[src/rtl/osc_trim_divider.sv]
module osc_trim_divider #(
  parameter int DIV1         = 256,
  parameter int DIV2         = 128,
  parameter int PERIOD_TICKS = 3840,
  parameter int ADJ_PER_LSB  = 2
) (
  input  logic       clk,
  input  logic       rst_n,
  input  logic       osc_en,
  input  logic [5:0] trim_ctl,
  output logic       sec_tick,
  output logic       ftest_out
);
  localparam int PW   = (DIV1 > 1) ? $clog2(DIV1) : 1;
  localparam int SW   = $clog2(DIV2) + 1;
  localparam int TW   = (PERIOD_TICKS > 1) ? $clog2(PERIOD_TICKS) : 1;
  localparam int MAXN = 31 * ADJ_PER_LSB;
  localparam int NW   = $clog2(MAXN + 1);

  logic [PW-1:0] pre_q;
  logic [SW-1:0] sec_q, sum;
  logic [TW-1:0] per_q;
  logic [NW-1:0] adj_left, n_new;
  logic          armed, act_pos;
  logic          stage_p, adj_now, wrap_s, per_end;
  logic [1:0]    inc;

  assign stage_p = osc_en && (pre_q == PW'(DIV1 - 1));
  assign adj_now = stage_p && armed;
  assign inc     = !stage_p ? 2'd0 : !adj_now ? 2'd1 : act_pos ? 2'd2 : 2'd0;
  assign sum     = sec_q + SW'(inc);
  assign wrap_s  = sum >= SW'(DIV2);
  assign per_end = per_q == TW'(PERIOD_TICKS - 1);
  assign n_new   = NW'(int'(trim_ctl[4:0]) * ADJ_PER_LSB);

  always_ff @(posedge clk or negedge rst_n) begin
    if (!rst_n) begin
      pre_q     <= '0;
      ftest_out <= 1'b0;
    end else if (osc_en) begin
      pre_q <= stage_p ? '0 : pre_q + PW'(1);
      if (stage_p) ftest_out <= !ftest_out;
    end
  end

  always_ff @(posedge clk or negedge rst_n) begin
    if (!rst_n) begin
      sec_q    <= '0;
      sec_tick <= 1'b0;
    end else begin
      sec_q    <= wrap_s ? sum - SW'(DIV2) : sum;
      sec_tick <= wrap_s;
    end
  end

  always_ff @(posedge clk or negedge rst_n) begin
    if (!rst_n) begin
      per_q    <= '0;
      adj_left <= '0;
      armed    <= 1'b0;
      act_pos  <= 1'b0;
    end else begin
      if (adj_now) begin
        armed    <= 1'b0;
        adj_left <= adj_left - NW'(1);
      end
      if (wrap_s) begin
        if (per_end) begin
          per_q    <= '0;
          act_pos  <= trim_ctl[5];
          adj_left <= n_new;
          armed    <= n_new != '0;
        end else begin
          per_q <= per_q + TW'(1);
          armed <= adj_left != '0;
        end
      end
    end
  end
endmodule


[config.mk]
export PLATFORM = sky130hd
export DESIGN_NAME = osc_trim_divider
export DESIGN_NICKNAME = d
export VERILOG_FILES = /design/src/rtl/osc_trim_divider.sv
export SDC_FILE = /design/constraint.sdc
export NUM_CORES = 1
export LEC_CHECK = 0
export BUFFER_PORTS_ARGS = -buffer_cell sky130_fd_sc_hd__buf_2
export CORE_AREA = 4 4 88 90
export CTS_BUF_LIST = sky130_fd_sc_hd__clkbuf_8 sky130_fd_sc_hd__clkbuf_16
export DETAILED_ROUTE_END_ITERATION = 16
export DIE_AREA = 0 0 92 94
export SYNTH_ARGS = -nofsm -noshare
export SYNTH_HDL_FRONTEND = slang
export SYNTH_SLANG_ARGS = --single-unit
[constraint.sdc]
create_clock -name clk -period 4 [get_ports clk]
set_clock_uncertainty 0.2 [all_clocks]
set_input_delay 0.4 -clock clk [delete_from_list [all_inputs] [get_ports clk]]
set_output_delay 0.4 -clock clk [all_outputs]
set_load 0.05 [all_outputs]
Yosys cells after proc, flatten, opt, wreduce, memory -nomap -nowiden
Cells that the tools add are included.
- register bits: 38
- bits of input ports: 9
- output and inout bits: 2
- logic and storage cells: 36
- add/sub/neg operators: 5
- order comparisons: 1
- eq/ne operators: 2
- mux-type cells: 12
- reduce and logical (&&, ||, !) cells: 8
- operators by type and width (kind ; number):
    6-bit two-way mux ; 3
    8-bit two-way mux ; 2
    12-bit by 1-bit adder with 12-bit output (second input constant) ; 1
    12-bit == test (second input constant) ; 1
    12-bit two-way mux ; 1
    6-bit nonzero test ; 2
    8-bit by 1-bit adder with 8-bit output (second input constant) ; 1
    8-bit by 2-bit adder with 8-bit output ; 1
    8-bit == test (second input constant) ; 1
    8-bit greater-or-equal comparator (second input constant) ; 1
    8-bit subtractor (second input constant) ; 1
    2-bit two-way mux ; 3
    6-bit by 1-bit subtractor with 6-bit output (second input constant) ; 1
    2-bit AND reduction ; 2
    1-bit two-way mux ; 3
    1-bit logical AND ; 2
    2-bit nonzero test ; 1
    1-bit zero test ; 1

Longest topological paths before layout
Gate-level depths: netlist (run 1).
- depth after elaboration: 8
- depth in mapped cells: 12
- mapped depth without buffers: 10

Least setup slack after synthesis (run 1)
Ideal clock, no wire load.
- kind: input port to flip-flop
- start: input osc_en
- end: register act_pos
- setup time: 125 ps
- data arrival time: 2813 ps
- required time: 3675 ps
- setup slack: 861 ps
- cell stages on the path: 12
- path buffers: 3
- cell sequence: clkbuf_1 > nand4_1 > nor3_1 > nand2_1 > inv_1 > ha_1 > a21oi_1 > or4_4 > buf_6 > a21o_1 > buf_6 > mux2_4
- word-level cells in the longest chain between the ends: 7
- ends and longest elaborated chain (element ; line ; RTL):
    start, declared ; 9 ; input logic osc_en,
    1-bit logical AND * ; 28 ; assign stage_p = osc_en && (pre_q == PW'(DIV1 - 1));
    1-bit logical AND ; 29 ; assign adj_now = stage_p && armed;
    2-bit two-way mux ; 30 ; assign inc = !stage_p ? 2'd0 : !adj_now ? 2'd1 : act_pos ? 2'd2 : 2'd0;
    2-bit two-way mux * ; 30 ;
    8-bit by 2-bit adder with 8-bit output * ; 31 ; assign sum = sec_q + SW'(inc);
    8-bit greater-or-equal comparator * ; 32 ; assign wrap_s = sum >= SW'(DIV2);
    2-bit AND reduction (no line) * ; -- ;
    end signal, assigned ; 70 ; act_pos <= trim_ctl[5];
    end, declared ; 24 ; logic armed, act_pos;
Mark *: on every way between the ends. The rest lies on a longest branch, timed or not.
A chain may end at the register's enable or synchronous reset.

Final worst setup path (run 1)
- start: register pre_q[0]
- end: register adj_left[4]
- word-level cells in the longest chain between the ends: 8
- elaborated cells on any way between the ends: 10
- those cells by class: add/sub (1); order compare (1); eq/ne (1); mux (5); reduce/logical (2)
- ends and longest elaborated chain (element ; line ; RTL):
    start, declared ; 20 ; logic [PW-1:0] pre_q;
    start signal, assigned ; 41 ; pre_q <= stage_p ? '0 : pre_q + PW'(1);
    8-bit == test * ; 28 ;
    1-bit logical AND * ; 28 ;
    1-bit logical AND ; 29 ;
    2-bit two-way mux (2 in a row) ; 30 ;
    8-bit by 2-bit adder with 8-bit output ; 31 ;
    8-bit greater-or-equal comparator ; 32 ;
    6-bit two-way mux * ; 67 ; if (wrap_s) begin
    end signal, assigned ; 65 ; adj_left <= adj_left - NW'(1);
    end signal, assigned ; 71 ; adj_left <= n_new;
    end, declared ; 23 ; logic [NW-1:0] adj_left, n_new;
Marked as above.

==> results of run 1 <==
[synth_stat cells, types with 4 or more instances]
cell,instances
inv_1,13
nand3_1,8
and3_1,5
xor2_1,10
ha_1,6
a21oi_1,5
nor2_1,7
mux2_4,6
dfrtp_1,38
nand4_1,7
nor3_1,4
xnor2_1,8
nand2_1,12
o21ai_0,5
[final cells by class]
cell class / count / area, µm² / share of cell area (%)
flip-flops and latches: 38 / 951 / 41.6
repair buffers: 12 / 65.1 / 2.85
clock buffers: 6 / 82.6 / 3.61
inverters: 13 / 48.8 / 2.14
clock inverters: 2 / 8.76 / 0.383
well taps: 99 / 124 / 5.42
multi-input cells: 132 / 1000 / 44.0
[cell families (layout without fill, tap and decap cells)]
kind of cell               count (synthesis)  count (layout)  share of synthesized area (%)
AOI/OAI and AO/OA                         35              35                           12.9
xor gates and xnor gates                  18              18                           7.69
adders and majority gates                  7               7                           4.64
buffers and inverters                     19              33                           4.64
DFF                                       38              38                           46.4
muxes                                     10              10                           6.53
other                                      1               1                          0.183
and+or+nand+nor                           61              61                           17.0
[worst max-delay path, cell delays in order, from the launching register on]
cell,delay [ns]
dfrtp_1,0.41
ha_1,0.25
nand4_1,0.11
buf_4,0.18
nor3_1,0.36
nand2_1,0.17
inv_1,0.08
ha_1,0.16
a21oi_1,0.06
or4_4,0.55
a21o_1,0.35
mux2_4,0.34
[per-layer routing]
metal | up-vias | global-route usage [%] | share of wire, %
met2 | 18 | 15.9 | 46
met3 | 5 | 3.13 | 2.6
li1 | 706 | - | -
met4 | 0 | 2.97 | 1.3
met1 | 692 | 12.4 | 50
met5 | - | 0 | 0
[report_power, final]
group	switching (mW)	internal [mW]	leakage, nW
logic	0.0864	0.0780	0.556
registers	0.0830	0.450	0.471
clock network	0.135	0.137	0.0524
total	0.304	0.665	1.08
[through the flow]
step	power (mW)	instance area [µm²]	hold WS, ns	instances
floorplan	0.650	2050	-0.0956	189
global placement	0.698	2190	0.255	294
detailed placement	0.704	2190	0.254	294
CTS	0.977	2280	0.0485	302
global route	1.04	2280	0.0917	302
finish	0.969	2280	0.00555	302
[sequential cells by signal, summed over array words and instances (netlist names)]
register	cells
sec_tick	1
act_pos	1
per_q	12
adj_left	6
sec_q	8
ftest_out	1
armed	1
pre_q	8
[final timing paths]
check                                      start                     to  depth (start not counted)
max                         pre_q[0]$_DFFE_PN0P_  adj_left[4]$_DFF_PN0_                         11
min                                        rst_n  adj_left[4]$_DFF_PN0_                          1
max reg2reg                 pre_q[0]$_DFFE_PN0P_  adj_left[4]$_DFF_PN0_                         11
min reg2reg                ftest_out$_DFFE_PN0P_  ftest_out$_DFFE_PN0P_                          1
max in group asynchronous                  rst_n   per_q[4]$_DFFE_PN0P_                          1
min in group clk                     trim_ctl[5]    act_pos$_DFFE_PN0P_                          2
==> summary.txt, run 1 <==
Outcome
  – Run status: finished, final reports clean

Critical path
  – CP max FO: 18
  – Worst path arrival time: ~3.3 ns
  – Required @ worst endpoint: 3.98 ns
  – R2r setup slk: ~0.66 ns
  – Setup CP Type: reg2reg
  – CP Capture Type: flop
  – Crit path launch type: flop

Cells and area
  – Share of cells above drive strength 1: between 15 and 20%
  – Final Util: about a third
  – Commonest non-fill, non-tap cell in the layout: dfrtp_1
  – Synth-to-Final Area Change: 11.4%
  – Most frequent cells in the layout: dfrtp_1, inv_1, nand2_1, xor2_1, buf_2
  – Final #Nets: 218
  – Fill cell total of the finished layout: around 750
  – ANT cells: 0

Floorplan
  – Core ar.: 0.00706 mm²
  – Die outline height: 94 µm
  – Starting Density: roughly 29%
  – Number of I/O pins: 11
  – Die Width: a little over 90 µm
  – Die Area: approximately 0.0086 mm²
  – Row cnt: 31

STA
  – Clock period minus worst slack: ~3.3 ns
  – Fin Setup TNS: 0 ns
  – Endpoints failing hold: 0
  – Fin. max-slew vios: 0
  – RSZ-0062 raised after global routing: false
  – Worst-margin pin slew: approximately 0.83 ns
  – Fmax: 299 MHz
  – # setup viols final: 0
  – Slew headroom: 44.8%
  – Part of the cycle the worst path needs: a little over four fifths
  – Final Worst Setup Slack: around 0.66 ns

Routing
  – Antenna viol nets, final: 0
  – Vias: between 1000 and 1500
  – DRC viols: 0
  – Total wire length: 3660 µm
  – Iteration-0 DRC Markers: 40
  – Vias/cell: between 4 and 5
  – Wire length per cell: roughly 12 µm
  – Drt first pass iters: 4

Yosys
  – Yosys warnings: 0
  – Top cells by area, synth: dfrtp_1, mux2_4, xor2_1, ha_1, xnor2_1
  – Cell taking the most area after synthesis: dfrtp_1
  – Mapped Nets: between 200 and 250
  – Synthesized area per cell: about 11 µm²
  – Synth top area share: 46.4%
  – Netlist cell types: between 50 and 60
  – Asr flop ratio synth: 100%
  – Post-synth EDFFs: 0
  – #FFs+latches synth: 38
  – Top_reg_cell synth: dfrtp_1
  – Cell Area, Synth: around 0.0021 mm²
  – Post-synthesis cell count: ~190
  – Post-synthesis sequential area ratio: between 40% and 50%

Pwr
  – Leakage power: between 1 and 1.5 nW
  – PwrDens: approximately 420 mW/mm²
  – IR drop worst, VDD: 134 µV

Worst hold path
  – Hold Crit Class: in2async

Global routing
  – Gr usage total: 9.77%
  – Initial antenna violation count: 0
  – Grt total ovfl: 0
  – Pin count of the biggest net entering global routing: 39
  – First-pass GRT wire length: ~6700 µm
  – Vias in the first global route: about 1500

Clocking
  – Clk root buf: clkbuf_8
  – Worst-path clk slew: 0.08 ns
  – H-Tree Depth: 2
  – CTS buffer count: 5
  – Max Root-Sink Buffers: 2
  – CTS tree: yes
  – CTS sink count: 38
  – Cts hold-fix bufs: 0
  – Postcts setup bufs: 0
  – Clk_lat worst skew: between 0.2 and 0.3 ns
  – Post-cts gate resize count: 0

Job
  – Max-cap violations: 0

Placement
  – IO buf count: 10
  – DP HPWL: ~2600 µm
  – GPL Wtd Cong: ~0.75
  – Dpl ws: 0.650 ns
(Power assumes the default switching activity.)
==> inputs of run 2 (changes only) <==
==> constraint.sdc (replaced) <==
create_clock -name clk -period 3.13 [get_ports clk]
set_clock_uncertainty 0.2 [all_clocks]
set_input_delay 0.313 -clock clk [delete_from_list [all_inputs] [get_ports clk]]
set_output_delay 0.313 -clock clk [all_outputs]
set_load 0.05 [all_outputs]
==> summary.txt, run 2 (synthesis results as in run 1) <==
Global routing
  – Gr usage total: 9.83% (was 9.77%)
  – Initial antenna violation count: 0 (unchanged)
  – First-pass GRT wire length: 6720 µm (was 6730 µm)
  – Pin count of the biggest net entering global routing: 39 (unchanged)
  – Vias in the first global route: 1442 (was 1451)
  – Grt total ovfl: 0 (unchanged)

Clocking
  – Worst-path clk slew: 0.07 ns (was 0.08 ns)
  – Max Root-Sink Buffers: 2 (unchanged)
  – Clk root buf: clkbuf_8 (unchanged)
  – H-Tree Depth: 2 (unchanged)
  – CTS buffer count: 5 (unchanged)
  – Clk_lat worst skew: 0.29 ns (about the same)
  – CTS tree: yes (unchanged)
  – CTS sink count: 38 (unchanged)

Pwr
  – Reg power frac: 54.8% (was 55.0%)
  – Comb power frac: 17.7% (was 17.0%)
  – P_int: 0.860 mW (was 0.665 mW)
  – PwrDens: 533 mW/mm² (was 424 mW/mm²)
  – IR drop worst, VDD: 156 µV (was 134 µV)
  – Net Switching: 0.392 mW (was 0.304 mW)
  – Leakage power: 1.10 nW (was 1.08 nW)
  – Clock power share: 27.5% (was 28.0%)
  – Sw Ratio: 31.3% (was 31.4%)

Cells and area
  – Fill cell total of the finished layout: 721 (was 751)
  – Synth-to-Final Area Change: 14.5% (was 11.4%)
  – Most frequent cells in the layout: dfrtp_1, inv_1, nand2_1, xor2_1, buf_2 (unchanged)
  – Max reg flops: 12 (unchanged)
  – Final Util: 33.3% (was 32.4%)
  – Share of cells above drive strength 1: 22.2% (was 19.2%)
  – Commonest non-fill, non-tap cell in the layout: dfrtp_1 (unchanged)
  – Largest regs: per_q: 12 flops, pre_q: 8 flops, sec_q: 8 flops (unchanged)
  – Final #Nets: 222 (was 218)
  – Biggest register: per_q (unchanged)
  – ANT cells: 0 (unchanged)

Floorplan
  – Die Width: 92 µm (unchanged)
  – Core ar.: 0.00706 mm² (unchanged)
  – Die outline height: 94 µm (unchanged)
  – Row cnt: 31 (unchanged)
  – Starting Density: 29.0% (unchanged)
  – Die Area: 0.00865 mm² (unchanged)
  – Number of I/O pins: 11 (unchanged)

Critical path
  – Crit path from: pre_q[0]$_DFFE_PN0P_ (unchanged)
  – Worst path arrival time: 2.97 ns (was 3.32 ns)
  – Setup CP Type: reg2reg (unchanged)
  – CP bufs+invs: 2 (unchanged)
  – Last element of the critical path: armed$_DFFE_PN0P_ (was adj_left[4]$_DFF_PN0_)
  – CP Cell Sequence: ha_4, nand4_1, buf_4, nor3_1, ha_2, a21oi_1, or4_4, buf_4, and2_2, o31ai_1 (was ha_1, nand4_1, buf_4, nor3_1, nand2_1, inv_1, ha_1, a21oi_1, or4_4, a21o_1, mux2_4)
  – Crit-path max cell delay: 0.49 ns (was 0.55 ns)
  – Path length in cells of the critical path: 10 (was 11)
  – CP Capture Type: flop (unchanged)
  – R2r setup slk: 0.16 ns (was 0.66 ns)
  – CP max FO: 11 (was 18)
  – FF-to-FF path depth: 10 (was 11)
  – Most used cell along the critical path: buf_4 (was ha_1)
  – Required @ worst endpoint: 3.13 ns (was 3.98 ns)
  – Slowest cell on the critical path: or4_4 (unchanged)
  – FF-to-FF Start: pre_q[0]$_DFFE_PN0P_ (unchanged)
  – Crit path launch type: flop (unchanged)
  – Reg2Reg Capture Point: armed$_DFFE_PN0P_ (was adj_left[4]$_DFF_PN0_)
  – Top delay family on crit path: simple AND/OR/NAND/NOR gates (unchanged)

Worst hold path
  – Hold Crit Class: in2reg (was in2async)
  – Hold Startpoint: trim_ctl[5]

Routing
  – Vias/cell: 4.62 (was 4.71)
  – Wire length per cell: 12.2 µm (was 12.1 µm)
  – DRC viols: 0 (unchanged)
  – Antenna viol nets, final: 0 (unchanged)
  – Iteration-0 DRC Markers: 105 (was 40)
  – Drt first pass iters: 4 (unchanged)
  – Total wire length: 3730 µm (was 3660 µm)
  – Vias: 1413 (was 1421)

STA
  – Endpoints failing hold: 0 (unchanged)
  – # setup viols final: 0 (unchanged)
  – Slew headroom: 44.3% (was 44.8%)
  – Fin. max-slew vios: 0 (unchanged)
  – Fmax: 337 MHz (was 299 MHz)
  – Part of the cycle the worst path needs: 94.9% (was 83.6%)
  – Worst-margin pin slew: 0.836 ns (was 0.828 ns)
  – Fin Setup TNS: 0 ns (unchanged)
  – Clock period minus worst slack: 2.97 ns (was 3.34 ns)
  – RSZ-0062 raised after global routing: false (unchanged)

Outcome
  – Run status: finished, final reports clean (unchanged)

Placement
  – IO buf count: 10 (unchanged)
  – DP HPWL: 2650 µm (was 2580 µm)
  – GPL Wtd Cong: 0.817 (was 0.751)

Job
  – Max-cap violations: 0 (unchanged)
run 2: timing repair:
item                                   CTS  global route
setup buffers                            0             0
endpoints found under the hold margin   38             0
hold buffers                             1             0
setup endpoints to repair                0            20
resized for setup                        0             6
run 2: worst register-to-register path, cell delays in order (launching register included):
cell     delay, ns
dfrtp_1       0.44
ha_4          0.19
nand4_1       0.13
buf_4         0.20
nor3_1        0.18
ha_2          0.24
a21oi_1       0.12
or4_4         0.49
buf_4         0.21
and2_2        0.24
o31ai_1       0.24
run 2: cell type report:
cell class              instances  area, µm²  share of cell area [%]
clock buffers                   6       82.6                    3.52
clock inverters                 2       8.76                   0.373
inverters                      13       48.8                    2.08
multi-input cells             132       1030                    44.1
flip-flops and latches         38        951                    40.5
well taps                      99        124                    5.28
repair buffers                 16       97.6                    4.16
run 2: power groups by stage:
stage / Clock (mW) / Combinational, mW / Sequential (mW)
6_report: 0.344 / 0.221 / 0.686
2_1_floorplan: 0 / 0.174 / 0.656
3_5_place_dp: 0 / 0.213 / 0.687
3_3_place_gp: 0 / 0.208 / 0.685
4_1_cts: 0.360 / 0.214 / 0.679
5_1_grt: 0.386 / 0.261 / 0.703
run 2: through the flow:
| stage | setup slack, ns | hold WS, ns | area, µm² | total power, mW | instances |
|---|---|---|---|---|---|
| detailed placement | 0.0538 | 0.254 | 2220 | 0.900 | 297 |
| floorplan | 0.00450 | -0.183 | 2050 | 0.830 | 189 |
| global route | 0.0197 | 0.0404 | 2350 | 1.35 | 306 |
| finish | 0.160 | 0.0497 | 2350 | 1.25 | 306 |
| global placement | 0.141 | 0.254 | 2220 | 0.892 | 297 |
| CTS | 0.0295 | 0.0389 | 2320 | 1.25 | 306 |
run 2: per-layer routing:
| metal | wire length (µm) | track usage (%) |
|---|---|---|
| met4 | 71 | 4.46 |
| met1 | 1790 | 12.0 |
| met2 | 1750 | 16.1 |
| met5 | 0 | 0 |
| met3 | 116 | 2.80 |
run 2: worst min-delay path by stage:
stage / to / slack, ns / cells past startpoint
after floorplan: act_pos$_DFFE_PN0P_ / -0.18 / 0
after CTS: act_pos$_DFFE_PN0P_ / 0.04 / 2
after global placement: ftest_out$_DFFE_PN0P_ / 0.25 / 1
after global routing: act_pos$_DFFE_PN0P_ / 0.04 / 2
final: act_pos$_DFFE_PN0P_ / 0.05 / 2
after detailed placement: ftest_out$_DFFE_PN0P_ / 0.25 / 1
